--- src/rtl/atr_pkg.sv ---
package atr_pkg;
  typedef enum logic [1:0] {
    ST_IDLE  = 2'd0,
    ST_ARMED = 2'd1,
    ST_SEND  = 2'd2
  } atr_state_e;

  // Positions of the sampled inputs in the edge-detector vector.
  localparam int IN_RST  = 0;
  localparam int IN_CS   = 1;
  localparam int IN_SCLK = 2;
  localparam int IN_BUSY = 3;
  localparam int IN_NUM  = 4;

  localparam int DEF_PAT_BYTES = 4;
  // Byte 0 sits in the low bits, so stream bit n is PATTERN[n].
  localparam logic [31:0] DEF_PATTERN = {8'h55, 8'hAA, 8'h01, 8'h19};
endpackage

--- src/rtl/atr_edge_det.sv ---
module atr_edge_det #(
  parameter int              WIDTH     = 4,
  parameter logic [WIDTH-1:0] RESET_VAL = '0
) (
  input  logic             clk,
  input  logic             rst,
  input  logic [WIDTH-1:0] raw_i,
  output logic [WIDTH-1:0] level_o,
  output logic [WIDTH-1:0] rise_o,
  output logic [WIDTH-1:0] fall_o
);
  logic [WIDTH-1:0] smp_q;
  logic [WIDTH-1:0] old_q;

  always_ff @(posedge clk) begin
    if (rst) begin
      smp_q <= RESET_VAL;
      old_q <= RESET_VAL;
    end else begin
      smp_q <= raw_i;
      old_q <= smp_q;
    end
  end

  for (genvar g = 0; g < WIDTH; g++) begin : g_bit
    assign level_o[g] = smp_q[g];
    assign rise_o[g]  = smp_q[g] & ~old_q[g];
    assign fall_o[g]  = ~smp_q[g] & old_q[g];
  end
endmodule

--- src/rtl/atr_pattern_sel.sv ---
module atr_pattern_sel #(
  parameter int                  PAT_BITS = 32,
  parameter logic [PAT_BITS-1:0] PATTERN  = '0,
  localparam int                 IDX_W    = $clog2(PAT_BITS)
) (
  input  logic [IDX_W-1:0] idx_i,
  output logic             bit_o
);
  logic [PAT_BITS-1:0] hit;

  for (genvar g = 0; g < PAT_BITS; g++) begin : g_sel
    assign hit[g] = (idx_i == IDX_W'(g)) & PATTERN[g];
  end

  assign bit_o = |hit;
endmodule

--- src/rtl/atr_seq_fsm.sv ---
module atr_seq_fsm
  import atr_pkg::*;
#(
  parameter int PAT_BITS = 32,
  localparam int IDX_W   = $clog2(PAT_BITS)
) (
  input  logic             clk,
  input  logic             rst,
  input  logic             cs_lvl,
  input  logic             busy_lvl,
  input  logic             rst_rise,
  input  logic             rst_fall,
  input  logic             sclk_fall,
  output logic [IDX_W-1:0] idx_next,
  input  logic             pat_bit,
  output logic             sda_o,
  output logic             sda_oe,
  output logic             xfer_abort
);
  atr_state_e       state_q, state_d;
  logic [IDX_W-1:0] idx_q, idx_d;

  always_comb begin
    state_d = state_q;
    idx_d   = idx_q;
    unique case (state_q)
      ST_IDLE: begin
        if (rst_rise && !cs_lvl && !busy_lvl) state_d = ST_ARMED;
      end
      ST_ARMED: begin
        if (cs_lvl || busy_lvl) begin
          state_d = ST_IDLE;
        end else if (rst_fall) begin
          state_d = ST_SEND;
          idx_d   = '0;
        end
      end
      ST_SEND: begin
        if (cs_lvl) begin
          state_d = ST_IDLE;
        end else if (rst_rise) begin
          state_d = ST_ARMED;
        end else if (sclk_fall) begin
          idx_d = (idx_q == IDX_W'(PAT_BITS - 1)) ? '0 : idx_q + 1'b1;
        end
      end
      default: state_d = ST_IDLE;
    endcase
  end

  assign idx_next = idx_d;

  always_ff @(posedge clk) begin
    if (rst) begin
      state_q    <= ST_IDLE;
      idx_q      <= '0;
      sda_o      <= 1'b1;
      sda_oe     <= 1'b0;
      xfer_abort <= 1'b0;
    end else begin
      state_q    <= state_d;
      idx_q      <= idx_d;
      sda_oe     <= (state_d == ST_SEND);
      sda_o      <= (state_d == ST_SEND) ? pat_bit : 1'b1;
      xfer_abort <= rst_rise && !cs_lvl;
    end
  end
endmodule

--- src/rtl/atr_serializer.sv ---
module atr_serializer
  import atr_pkg::*;
#(
  parameter int                    PAT_BYTES = DEF_PAT_BYTES,
  parameter logic [PAT_BYTES*8-1:0] PATTERN  = DEF_PATTERN
) (
  input  logic clk,
  input  logic rst,
  input  logic rst_pin,
  input  logic cs_n,
  input  logic sclk,
  input  logic wr_busy,
  output logic sda_o,
  output logic sda_oe,
  output logic xfer_abort
);
  localparam int PAT_BITS = PAT_BYTES * 8;
  localparam int IDX_W    = $clog2(PAT_BITS);
  localparam logic [IN_NUM-1:0] IN_IDLE = IN_NUM'(1 << IN_CS);

  logic [IN_NUM-1:0] raw, lvl, rise, fall;
  logic              cs_lvl, busy_lvl, rst_rise_e, rst_fall_e, sclk_fall_e;
  logic [IDX_W-1:0]  idx_next;
  logic              pat_bit;

  always_comb begin
    raw          = '0;
    raw[IN_RST]  = rst_pin;
    raw[IN_CS]   = cs_n;
    raw[IN_SCLK] = sclk;
    raw[IN_BUSY] = wr_busy;
  end

  atr_edge_det #(.WIDTH(IN_NUM), .RESET_VAL(IN_IDLE)) u_edge (
    .clk(clk), .rst(rst), .raw_i(raw),
    .level_o(lvl), .rise_o(rise), .fall_o(fall)
  );

  assign cs_lvl      = lvl[IN_CS];
  assign busy_lvl    = lvl[IN_BUSY];
  assign rst_rise_e  = rise[IN_RST];
  assign rst_fall_e  = fall[IN_RST];
  assign sclk_fall_e = fall[IN_SCLK];

  atr_pattern_sel #(.PAT_BITS(PAT_BITS), .PATTERN(PATTERN)) u_pat (
    .idx_i(idx_next), .bit_o(pat_bit)
  );

  atr_seq_fsm #(.PAT_BITS(PAT_BITS)) u_fsm (
    .clk(clk), .rst(rst),
    .cs_lvl(cs_lvl), .busy_lvl(busy_lvl),
    .rst_rise(rst_rise_e), .rst_fall(rst_fall_e), .sclk_fall(sclk_fall_e),
    .idx_next(idx_next), .pat_bit(pat_bit),
    .sda_o(sda_o), .sda_oe(sda_oe), .xfer_abort(xfer_abort)
  );
endmodule

--- config.mk ---
export PLATFORM = sky130hd
export DESIGN_NAME = atr_serializer
export DESIGN_NICKNAME = d
export VERILOG_FILES = /design/src/rtl/atr_pkg.sv /design/src/rtl/atr_edge_det.sv /design/src/rtl/atr_pattern_sel.sv /design/src/rtl/atr_seq_fsm.sv /design/src/rtl/atr_serializer.sv
export SDC_FILE = /design/constraint.sdc
export NUM_CORES = 1
export LEC_CHECK = 0
export BUFFER_PORTS_ARGS = -buffer_cell sky130_fd_sc_hd__buf_2
export CAP_MARGIN = 5
export CORE_ASPECT_RATIO = 1.2
export CORE_MARGIN = 1
export CORE_UTILIZATION = 40
export DETAILED_ROUTE_END_ITERATION = 10
export PLACE_DENSITY_LB_ADDON = 0.2
export SLEW_MARGIN = 20
export SYNTH_ARGS = -nofsm -noshare
export SYNTH_HDL_FRONTEND = slang
export SYNTH_HIERARCHICAL = 1
export SYNTH_SLANG_ARGS = --single-unit
--- constraint.sdc ---
create_clock -name clk -period 2.9 [get_ports clk]
set_input_delay 0.58 -clock clk [delete_from_list [all_inputs] [get_ports clk]]
set_output_delay 0.58 -clock clk [all_outputs]
set_load 0.005 [all_outputs]
Word-level counts from Yosys, hierarchy flattened
Cells that the tools add are included.

word-level totals
  flip-flop bits (word level) = 17
  input port bits = 6
  logic and storage cells = 52

operators by class
  add/subtract/negate cells = 1
  equality and inequality tests = 15
  multiplexer cells = 13
  bitwise operators = 7
  reduce and logical (&&, ||, !) cells = 9

operator list
  cell                 count
  $eq 5x5->1 const B   9
  $mux 5               6
  $reduce_or 12->1     1
  $mux 2               5
  $pmux 5 s2           1
  $pmux 2 s3           1
  $add 5x1->5 const B  1
  $eq 5x2->1 const B   1
  $eq 5x3->1 const B   1
  $eq 5x4->1 const B   1
  $logic_not 5->1      1
  $eq 2x2->1 const B   2
  $not 1->1            4
  $and 1x1->1          3
  $eq 2x1->1 const B   1
  $logic_and 1x1->1    2
  $logic_not 1->1      2
  $logic_not 2->1      1
  $reduce_or 2->1      1
  $logic_or 1x1->1     1

Logic depth before layout (Yosys ltp)
Gate-level depths: netlist of the first run.

  depth after elaboration = 9
  depth in mapped cells = 9
  depth with buffers taken out = 9

Hierarchy
Netlist of the first run, hierarchy kept.

modules (own cells, without submodules)
  module           instances  cells each  area each (sq um)
  atr_seq_fsm      1          70          628.1
  atr_edge_det     1          24          260.2
  atr_pattern_sel  1          4           42.5

Worst setup path after synthesis of the first run
Ideal clock, no wire load.

  path type = reg-to-reg
  from = reg u_fsm.idx_q[0]
  to = reg u_fsm.sda_o
  library setup time = 127 ps
  arrival time = 2163 ps
  data required time = 2773 ps
  setup slack = 610 ps
  cell stages (with the launch flop) = 10
  path buffers = 0
  clock period less this slack = 2290 ps
  cell sequence = dfxtp_1 ha_1 and3_1 ha_1 nand3b_1 o22ai_1 a221o_1 xor2_1 a211o_1 or3_1

between the ends
  longest elaborated chain between the ends = 8
  elaborated cells between the ends (all ways) = 22
  classes of those cells = 1 x add/sub; 12 x eq/ne; 7 x mux; 2 x reduce/logical

RTL lines
  element                                    RTL line               text
  start, declared                            atr_seq_fsm.sv:21      logic [IDX_W-1:0] idx_q, idx_d;
  start signal, assigned                     atr_seq_fsm.sv:62      idx_q <= idx_d;
  $add 5x1->5 or $eq 5x5->1 (tied branches)  atr_seq_fsm.sv:44      idx_d = (idx_q == IDX_W'(PAT_BITS - 1)) ? '0 : idx_q + 1'b1;
  $mux 5 *                                   atr_seq_fsm.sv:44
  $mux 5 *                                   atr_seq_fsm.sv:43      end else if (sclk_fall) begin
  $mux 5 *                                   atr_seq_fsm.sv:41      end else if (rst_rise) begin
  $mux 5 *                                   atr_seq_fsm.sv:39      if (cs_lvl) begin
  $pmux 5 s2 *                               atr_seq_fsm.sv:26      unique case (state_q)
  via idx_next[3]                            atr_serializer.sv:23   logic [IDX_W-1:0] idx_next;
  $eq 5x2->1, or another cell as far along   atr_pattern_sel.sv:12  assign hit[g] = (idx_i == IDX_W'(g)) & PATTERN[g];
  $reduce_or 12->1 *                         atr_pattern_sel.sv:15  assign bit_o = |hit;
  via pat_bit                                atr_serializer.sv:24   logic pat_bit;
  end signal, assigned                       atr_seq_fsm.sv:64      sda_o <= (state_d == ST_SEND) ? pat_bit : 1'b1;
  end, declared                              atr_seq_fsm.sv:16      output logic sda_o,

Mark *: on every way through the listed nets, which the timed path passes. The rest lies on a longest branch.
A chain may end at the register's enable or synchronous reset.

Worst setup path after layout of the first run
Ends and elaborated chain as after synthesis.

==> results.json, run 1 <==
{
  "status": "complete, no violations",
  "first_iter_violations": 16,
  "postRouteAntennaNets": 0,
  "fin_crit_ns": 2.50,
  "fin_crit_sh": 0.861,
  "cts-buffers-inserted": 3,
  "grt_antenna_before_repair": 0,
  "slew_headroom": 0.713,
  "htree_levels": 1,
  "grt_max_degree": 14,
  "syn_inst": 89,
  "worst_pin_slew_ns": 0.429,
  "route.met2.wl_microns": 762,
  "dpl-instance-area_sq_um": 911,
  "rsz0062_at_grt": "false",
  "end_kind": "flip-flop",
  "drt-met1-wl_microns": 700,
  "synth.yosys.warnings": 6,
  "gp_congestion": 0.878,
  "start_util": 0.442,
  "fin_cells": 120,
  "std_cell_rows": 17,
  "setup_violations": 0,
  "ios": 9,
  "path_cells": "ha_1 -> and3_1 -> ha_1 -> nand3b_1 -> o22ai_1 -> a221o_1 -> xor2_1 -> a211o_1 -> or3_1",
  "routed_wl_mm": 1.51,
  "crit_fanout": 5,
  "cts.hold.buffers_added": 0,
  "syn_area_sq_um": 847,
  "p_per_area_mw_per_mm2": 415,
  "crit_top_cell": "ha_1",
  "placed_cells": 116,
  "fp.dieW_microns": 44.0,
  "postSynthAreaPerCell_sq_um": 9.52,
  "leakagePower_nw": 0.386,
  "fmax_ghz": 0.400,
  "peakVddDrop_mv": 0.275,
  "wire_per_inst_microns": 12.6,
  "min_path_type": "in2reg",
  "r2r_end": "u_fsm/sda_o",
  "n_antenna_cell": 0,
  "portBuffers": 8,
  "vias": 653,
  "post_cts_buffers": 0,
  "crit_path_top_delay_cell": "dfxtp_1",
  "grt_remaining_overflow": 0,
  "hold_end": "u_edge/level_o[1]",
  "worstHoldStart": "cs_n",
  "vias_per_cell": 5.44,
  "post_cts_resize_count": 0,
  "min_path_cells": 2,
  "critPathKind": "reg2reg",
  "rr_startpoint": "u_fsm/idx_q[0]",
  "hold_viol_final": 0,
  "drive_above_1_share": 0.149,
  "grt_pass1_wl_mm": 2.70,
  "cts_tree": "yes",
  "fin_setup_tns_ns": 0,
  "track_usage": 0.158,
  "grt_pass1_vias": 633,
  "layout.nets": 114,
  "clk_latency_ns": 0.28,
  "area_delta_synth_final_pct": 11.8,
  "clk_pin_slew_ns": 0.09,
  "cts_sinks": 16,
  "drc": 0,
  "met3WireLength_microns": 46,
  "cp.required_ns": 3.07,
  "crit_path_max_incr_delay_ns": 0.41,
  "root_buffer": "clkbuf_4",
  "cts_buffer_depth": 2,
  "skew_ns": 0.000715,
  "finalMaxSlewViolations": 0,
  "die_h_microns": 52.4,
  "maxCapViolCount": 0,
  "dpl.hpwl_mm": 1.18,
  "final_core_util": 0.495,
  "r2r_cells": 9,
  "syn-num-nets": 101,
  "ff2ff_setup_slack_ns": 0.40,
  "n_fill_cell": 187,
  "start_kind": "flip-flop",
  "dr.pass1.iters": 4,
  "die-area_sq_mm": 0.00231,
  "arrival_ns": 2.67,
  "fin_area_sq_um": 947,
  "top_layer": "met3",
  "coreArea_sq_mm": 0.00191,
  "whs_ns": 0.470
}
-- per-layer routing --
layer / vias to the layer above / GRT usage
li1: 341 / -
met1: 298 / 0.195
met2: 14 / 0.275
met3: 0 / 0.0207
met4: 0 / 0.0606
met5: - / 0
-- worst max-delay path by stage --
stage                       end  cells past startpoint  slack, ns           start
floorplan           u_fsm/sda_o                      9       0.61  u_fsm/idx_q[0]
global placement    u_fsm/sda_o                      9       0.43  u_fsm/idx_q[0]
detailed placement  u_fsm/sda_o                      9       0.43  u_fsm/idx_q[0]
CTS                 u_fsm/sda_o                      9       0.40  u_fsm/idx_q[0]
global route        u_fsm/sda_o                      9       0.23  u_fsm/idx_q[0]
finish              u_fsm/sda_o                      9       0.40  u_fsm/idx_q[0]
-- cells in the final DEF (no fill, tap or decap), types with 2 or more instances in the layout --
| cell type | n |
|---|---|
| a21oi_1 | 3 |
| a221o_1 | 2 |
| and2_1 | 3 |
| and3_1 | 3 |
| buf_2 | 8 |
| clkbuf_4 | 3 |
| dfxtp_1 | 16 |
| ha_1 | 6 |
| inv_1 | 6 |
| mux2i_1 | 2 |
| nand2_1 | 2 |
| nand2b_1 | 4 |
| nor2_1 | 5 |
| nor2b_1 | 12 |
| nor3_1 | 2 |
| nor3b_1 | 2 |
| o21ai_1 | 2 |
| o2bb2ai_1 | 3 |
-- metrics by stage --
step	worst slack, ns	total power [mW]
5_1_grt	0.232	0.412
2_1_floorplan	0.610	0.244
3_5_place_dp	0.429	0.253
4_1_cts	0.397	0.402
3_3_place_gp	0.429	0.253
6_report	0.402	0.393
-- power breakdown --
part,leakage (nW),switching (mW),internal [mW]
registers,0.130,0.00365,0.224
logic,0.234,0.00986,0.00962
clock network,0.0210,0.0689,0.0763
total,0.386,0.0824,0.310
-- worst max-delay path, delay by kind of cell, from the launching register on --
family / cells / cell delay [ns]
AO/OA/AOI/OAI: 3 / 0.71
adder cells (fa/ha/maj): 2 / 0.42
flip-flops: 1 / 0.41
XOR/XNOR: 1 / 0.18
AND/OR/NAND/NOR: 3 / 0.66
-- state kept, by name, indices dropped and copies added, names as in the netlist --
name              flops
u_edge/level_o        4
u_edge/old_q          2
u_fsm/idx_q           5
u_fsm/sda_o           1
u_fsm/sda_oe          1
u_fsm/state_q         2
u_fsm/xfer_abort      1
-- cell type report --
cell class / count / area (sq um) / share of cell area
Tap cell: 19 / 23.8 / 0.0251
Clock buffer: 4 / 36.3 / 0.0383
Timing Repair Buffer: 8 / 40.0 / 0.0423
Inverter: 6 / 22.5 / 0.0238
Multi-Input combinational cell: 67 / 504 / 0.532
Sequential cell: 16 / 320 / 0.338
Note: power is estimated with default switching activity, not from simulation.
==> run 2: changes to the inputs <==
--- a/config.mk
+++ b/config.mk
@@ -8,7 +8,7 @@
 export BUFFER_PORTS_ARGS = -buffer_cell sky130_fd_sc_hd__buf_2
 export CAP_MARGIN = 5
 export CORE_ASPECT_RATIO = 1.2
-export CORE_MARGIN = 1
+export CORE_MARGIN = 10
 export CORE_UTILIZATION = 40
 export DETAILED_ROUTE_END_ITERATION = 10
 export PLACE_DENSITY_LB_ADDON = 0.2
==> run 2 against run 1 <==
Die area rose by 89%. Sequential power barely moved. Critical path depth did not move. Setup slack improved by 0.035 ns. Critical path type unchanged.
==> results.json, run 2 (synthesis results as in run 1) <==
{
  "post_cts_resize_count": 0,
  "arrival_ns": 2.64,
  "die_h_microns": 70.4,
  "htree_levels": 1,
  "whs_ns": 0.473,
  "ff2ff_setup_slack_ns": 0.44,
  "top_register": "u_fsm/idx_q",
  "dpl.hpwl_mm": 1.19,
  "critPathKind": "reg2reg",
  "worstHoldStart": "cs_n",
  "rr_startpoint": "u_fsm/idx_q[0]",
  "end_kind": "flip-flop",
  "dr.pass1.iters": 5,
  "endpoint": "u_fsm/sda_o",
  "wire_per_inst_microns": 11.8,
  "portBuffers": 8,
  "fmax_ghz": 0.406,
  "cts_sinks": 16,
  "final_cell_mix": "16 x dfxtp_1, 12 x nor2b_1, 8 x buf_2",
  "gp_congestion": 0.843,
  "rsz0062_at_grt": "false",
  "leakagePower_nw": 0.386,
  "clk_latency_ns": 0.28,
  "fp.dieW_microns": 62.0,
  "finalMaxSlewViolations": 0,
  "worst_pin_slew_ns": 0.407,
  "r2r_end": "u_fsm/sda_o",
  "std_cell_rows": 18,
  "start_util": 0.413,
  "area_delta_synth_final_pct": 13.4,
  "p_per_area_mw_per_mm2": 409,
  "maxCapViolCount": 0,
  "startpoint": "u_fsm/idx_q[0]",
  "vias_per_cell": 4.97,
  "min_path_cells": 2,
  "layout_commonest_cell": "dfxtp_1",
  "fin_setup_tns_ns": 0,
  "cp.required_ns": 3.07,
  "fin_crit_ns": 2.46,
  "coreArea_sq_mm": 0.00205,
  "crit_fanout": 5,
  "seq_area_sq_um": 320,
  "drc": 0,
  "cts_buffer_depth": 2,
  "start_kind": "flip-flop",
  "slew_headroom": 0.727,
  "largest_register_ffs": 5,
  "peakVddDrop_mv": 0.307,
  "track_usage": 0.0778,
  "root_buffer": "clkbuf_4",
  "cts.hold.buffers_added": 0,
  "cts-buffers-inserted": 3,
  "final_core_util": 0.469,
  "routed_wl_mm": 1.55,
  "multi_input_area_sq_um": 504,
  "cts_tree": "yes",
  "grt_pass1_wl_mm": 2.69,
  "n_fill_cell": 196,
  "postRouteAntennaNets": 0,
  "grt_pass1_vias": 659,
  "ios": 9,
  "post_cts_buffers": 0,
  "hold_viol_final": 0,
  "layout.nets": 114,
  "die-area_sq_mm": 0.00437,
  "fin_crit_sh": 0.849,
  "status": "complete, no violations",
  "grt_max_degree": 14,
  "skew_ns": 0.00289,
  "grt_remaining_overflow": 0,
  "min_path_type": "in2reg",
  "vias": 651,
  "first_iter_violations": 10,
  "grt_antenna_before_repair": 0,
  "drive_above_1_share": 0.149,
  "clk_pin_slew_ns": 0.09,
  "setup_violations": 0,
  "r2r_cells": 9,
  "n_antenna_cell": 0
}
==> run 2: cell counts in the layout (fill, tap and decap cells not counted) <==
Identical to the previous run, type by type.
==> run 2: final cells by class <==
| type | instances | area share |
|---|---|---|
| flip-flops and latches | 16 | 0.333 |
| well taps | 30 | 0.0391 |
| multi-input cells | 67 | 0.525 |
| inverters | 6 | 0.0234 |
| clock buffers | 4 | 0.0378 |
| repair buffers | 8 | 0.0417 |
==> run 2: worst max-delay path: stages, from the launching register on <==
cell and delay, ns:
dfxtp_1 0.40, ha_1 0.20, and3_1 0.15, ha_1 0.22
nand3b_1 0.13, o22ai_1 0.08, a221o_1 0.34, xor2_1 0.18
a211o_1 0.29, or3_1 0.36
==> run 2: worst min path at each step <==
stage,end,slack [ns]
6_report,u_edge/level_o[1],0.47
5_1_grt,u_edge/level_o[1],0.49
4_1_cts,u_edge/level_o[1],0.46
3_5_place_dp,u_edge/old_q[2],0.46
3_3_place_gp,u_edge/old_q[2],0.45
2_1_floorplan,u_edge/old_q[2],0.44
==> run 2: stage by stage <==
| stage | cells | total power [mW] | worst slack, ns | cell area [sq um] |
|---|---|---|---|---|
| after floorplan | 89 | 0.244 | 0.610 | 847 |
| after global placement | 127 | 0.253 | 0.440 | 925 |
| after detailed placement | 127 | 0.253 | 0.454 | 925 |
| after CTS | 131 | 0.401 | 0.425 | 961 |
| after global routing | 131 | 0.410 | 0.294 | 961 |
| final | 131 | 0.393 | 0.438 | 961 |
==> run 2: layer usage <==
metal / GRT usage / wire (microns) / up-vias
met3: 0.0163 / 45 / 2
met1: 0.0941 / 771 / 296
met4: 0.0448 / 9 / 0
li1: - / - / 341
met5: 0 / 0 / -
met2: 0.120 / 725 / 12
==> run 2: report_power, final <==
| part | leakage (nW) | total (mW) | switching, mW | internal [mW] |
|---|---|---|---|---|
| sequential | 0.130 | 0.228 | 0.00350 | 0.224 |
| combinational | 0.234 | 0.0196 | 0.00996 | 0.00965 |
| clock | 0.0210 | 0.145 | 0.0689 | 0.0764 |
==> run 3: changes to the inputs <==
--- a/config.mk
+++ b/config.mk
@@ -5,6 +5,7 @@
 export SDC_FILE = /design/constraint.sdc
 export NUM_CORES = 1
 export LEC_CHECK = 0
+export ABC_AREA = 1
 export BUFFER_PORTS_ARGS = -buffer_cell sky130_fd_sc_hd__buf_2
 export CAP_MARGIN = 5
 export CORE_ASPECT_RATIO = 1.2
==> constraint.sdc (replaced) <==
create_clock -name clk -period 2.15 [get_ports clk]
set_input_delay 0.43 -clock clk [delete_from_list [all_inputs] [get_ports clk]]
set_output_delay 0.43 -clock clk [all_outputs]
set_load 0.005 [all_outputs]
==> run 3 against run 2 <==
Sequential power up 35%. First-iteration DRC count up 100%. Sequential cell count unchanged. Clock power up 8%. Hold slack worse by 0.15 ns. Die area up 1.4%. Register-to-register slack worse by 0.24 ns. Via count up 16%. Synthesized area up 2.1%. Count of clock-buffer cells in the layout down 1. Critical endpoint unchanged. Largest cell class unchanged. Largest power group unchanged.
==> results.json, run 3 <==
{
  "setup_violations": 0,
  "syn_area_sq_um": 865,
  "layout.nets": 149,
  "top_layer": "met4",
  "routed_wl_mm": 1.70,
  "rr_startpoint": "u_fsm/state_q[1]",
  "vias_per_cell": 4.56,
  "coreArea_sq_mm": 0.00207,
  "first_iter_violations": 20,
  "n_antenna_cell": 0,
  "hold_viol_final": 0,
  "status": "complete, no violations",
  "cts_sinks": 16,
  "postSynthAreaPerCell_sq_um": 6.97,
  "leakagePower_nw": 0.466,
  "grt_max_degree": 15,
  "fin_cells": 165,
  "min_path_type": "in2reg",
  "gp_congestion": 0.899,
  "clk_pin_slew_ns": 0.09,
  "cp.required_ns": 2.32,
  "worst_pin_slew_ns": 0.296,
  "largest_register_ffs": 5,
  "min_path_cells": 3,
  "syn-num-nets": 136,
  "portBuffers": 8,
  "fmax_ghz": 0.513,
  "hold_end": "u_edge/level_o[1]",
  "root_buffer": "clkbuf_4",
  "start_kind": "flip-flop",
  "placed_cells": 162,
  "fp.dieW_microns": 62.4,
  "clk_latency_ns": 0.28,
  "fin_setup_tns_ns": 0,
  "cts_buffer_depth": 2,
  "syn_inst": 124,
  "r2r_cells": 12,
  "slew_headroom": 0.803,
  "drc": 0,
  "die_h_microns": 70.9,
  "ios": 9,
  "skew_ns": 0.00228,
  "fin_crit_ns": 1.95,
  "drive_above_1_share": 0.178,
  "worstHoldStart": "cs_n",
  "dpl.hpwl_mm": 1.33,
  "std_cell_rows": 18,
  "layout_commonest_cell": "nand2_1",
  "dr.pass1.iters": 4,
  "grt_antenna_before_repair": 0,
  "p_per_area_mw_per_mm2": 512,
  "top_register": "u_fsm/idx_q",
  "postRouteAntennaNets": 0,
  "htree_levels": 1,
  "arrival_ns": 2.12,
  "grt_pass1_vias": 732,
  "cts_tree": "yes",
  "area_delta_synth_final_pct": 12.2,
  "n_fill_cell": 223,
  "ff2ff_setup_slack_ns": 0.20,
  "met3WireLength_microns": 39,
  "grt_remaining_overflow": 0,
  "finalMaxSlewViolations": 0,
  "track_usage": 0.0796,
  "drt-met1-wl_microns": 814,
  "rsz0062_at_grt": "false",
  "r2r_end": "u_fsm/sda_o",
  "end_kind": "flip-flop",
  "final_cell_mix": "28 x nand2_1, 20 x inv_1, 15 x dfxtp_1",
  "crit_fanout": 4,
  "grt_pass1_wl_mm": 3.02,
  "fin_crit_sh": 0.906,
  "synth.yosys.warnings": 6,
  "cts-buffers-inserted": 3,
  "maxCapViolCount": 0,
  "post_cts_buffers": 0,
  "peakVddDrop_mv": 0.525,
  "totalPowerFinal_mw": 0.497,
  "start_util": 0.417,
  "wire_per_inst_microns": 10.3,
  "die-area_sq_mm": 0.00443,
  "critPathKind": "reg2reg",
  "route.met2.wl_microns": 843,
  "vias": 753
}
run 3: layer usage:
| metal | vias up | GRT usage |
|---|---|---|
| met5 | - | 0 |
| met2 | 7 | 0.143 |
| li1 | 413 | - |
| met1 | 331 | 0.0879 |
| met4 | 0 | 0.0224 |
| met3 | 2 | 0.0252 |
run 3: repair_timing:
item / in CTS / in global routing
hold buffers: 0 / 0
endpoints found under the setup margin: 0 / 1
resized for setup: 0 / 1
run 3: final cells by class:
| class | count | area (sq um) | area share |
|---|---|---|---|
| clock buffers | 3 | 22.5 | 0.0232 |
| inverters | 22 | 82.6 | 0.0852 |
| multi-input cells | 85 | 458 | 0.472 |
| flip-flops and latches | 16 | 322 | 0.332 |
| well taps | 30 | 37.5 | 0.0387 |
| repair buffers | 9 | 47.5 | 0.0490 |
run 3: report_power, final:
part	internal, mW	leakage, nW	total, mW	switching [mW]
combinational	0.0122	0.322	0.0341	0.0219
clock	0.0649	0.0138	0.156	0.0912
sequential	0.303	0.131	0.307	0.00396
total	0.380	0.466	0.497	0.117
run 3: per-stage QoR:
stage | setup WS (ns) | instance area [sq um] | utilization | hold slack (ns)
2_1_floorplan | 0.453 | 865 | - | 0.403
3_3_place_gp | 0.258 | 946 | 0.457 | 0.412
3_5_place_dp | 0.226 | 946 | 0.457 | 0.416
4_1_cts | 0.202 | 968 | 0.467 | 0.311
5_1_grt | 0.00749 | 970 | 0.468 | 0.328
6_report | 0.202 | 970 | 0.468 | 0.323
run 3: worst max-delay path, cell delays in order, from the launching register on:
cell and delay, ns:
dfxtp_1 0.40, inv_1 0.10, ha_1 0.33, inv_1 0.10, a21oi_2 0.15, nand2_1 0.11, nand2_1 0.09, nand2_1 0.09
or2_0 0.21, nand3_1 0.07, nand2_1 0.05, inv_1 0.05, nand4_1 0.08
run 3: worst max path at each step:
stage / end / cells past startpoint / slack, ns / from
final: u_fsm/sda_o / 12 / 0.20 / u_fsm/state_q[1]
after global routing: u_fsm/sda_o / 12 / 0.007 / u_fsm/state_q[1]
after CTS: u_fsm/sda_o / 12 / 0.20 / u_fsm/state_q[0]
after detailed placement: u_fsm/sda_o / 12 / 0.23 / u_fsm/state_q[0]
after global placement: u_fsm/sda_o / 12 / 0.26 / u_fsm/state_q[0]
after floorplan: u_fsm/sda_o / 12 / 0.45 / u_fsm/state_q[0]
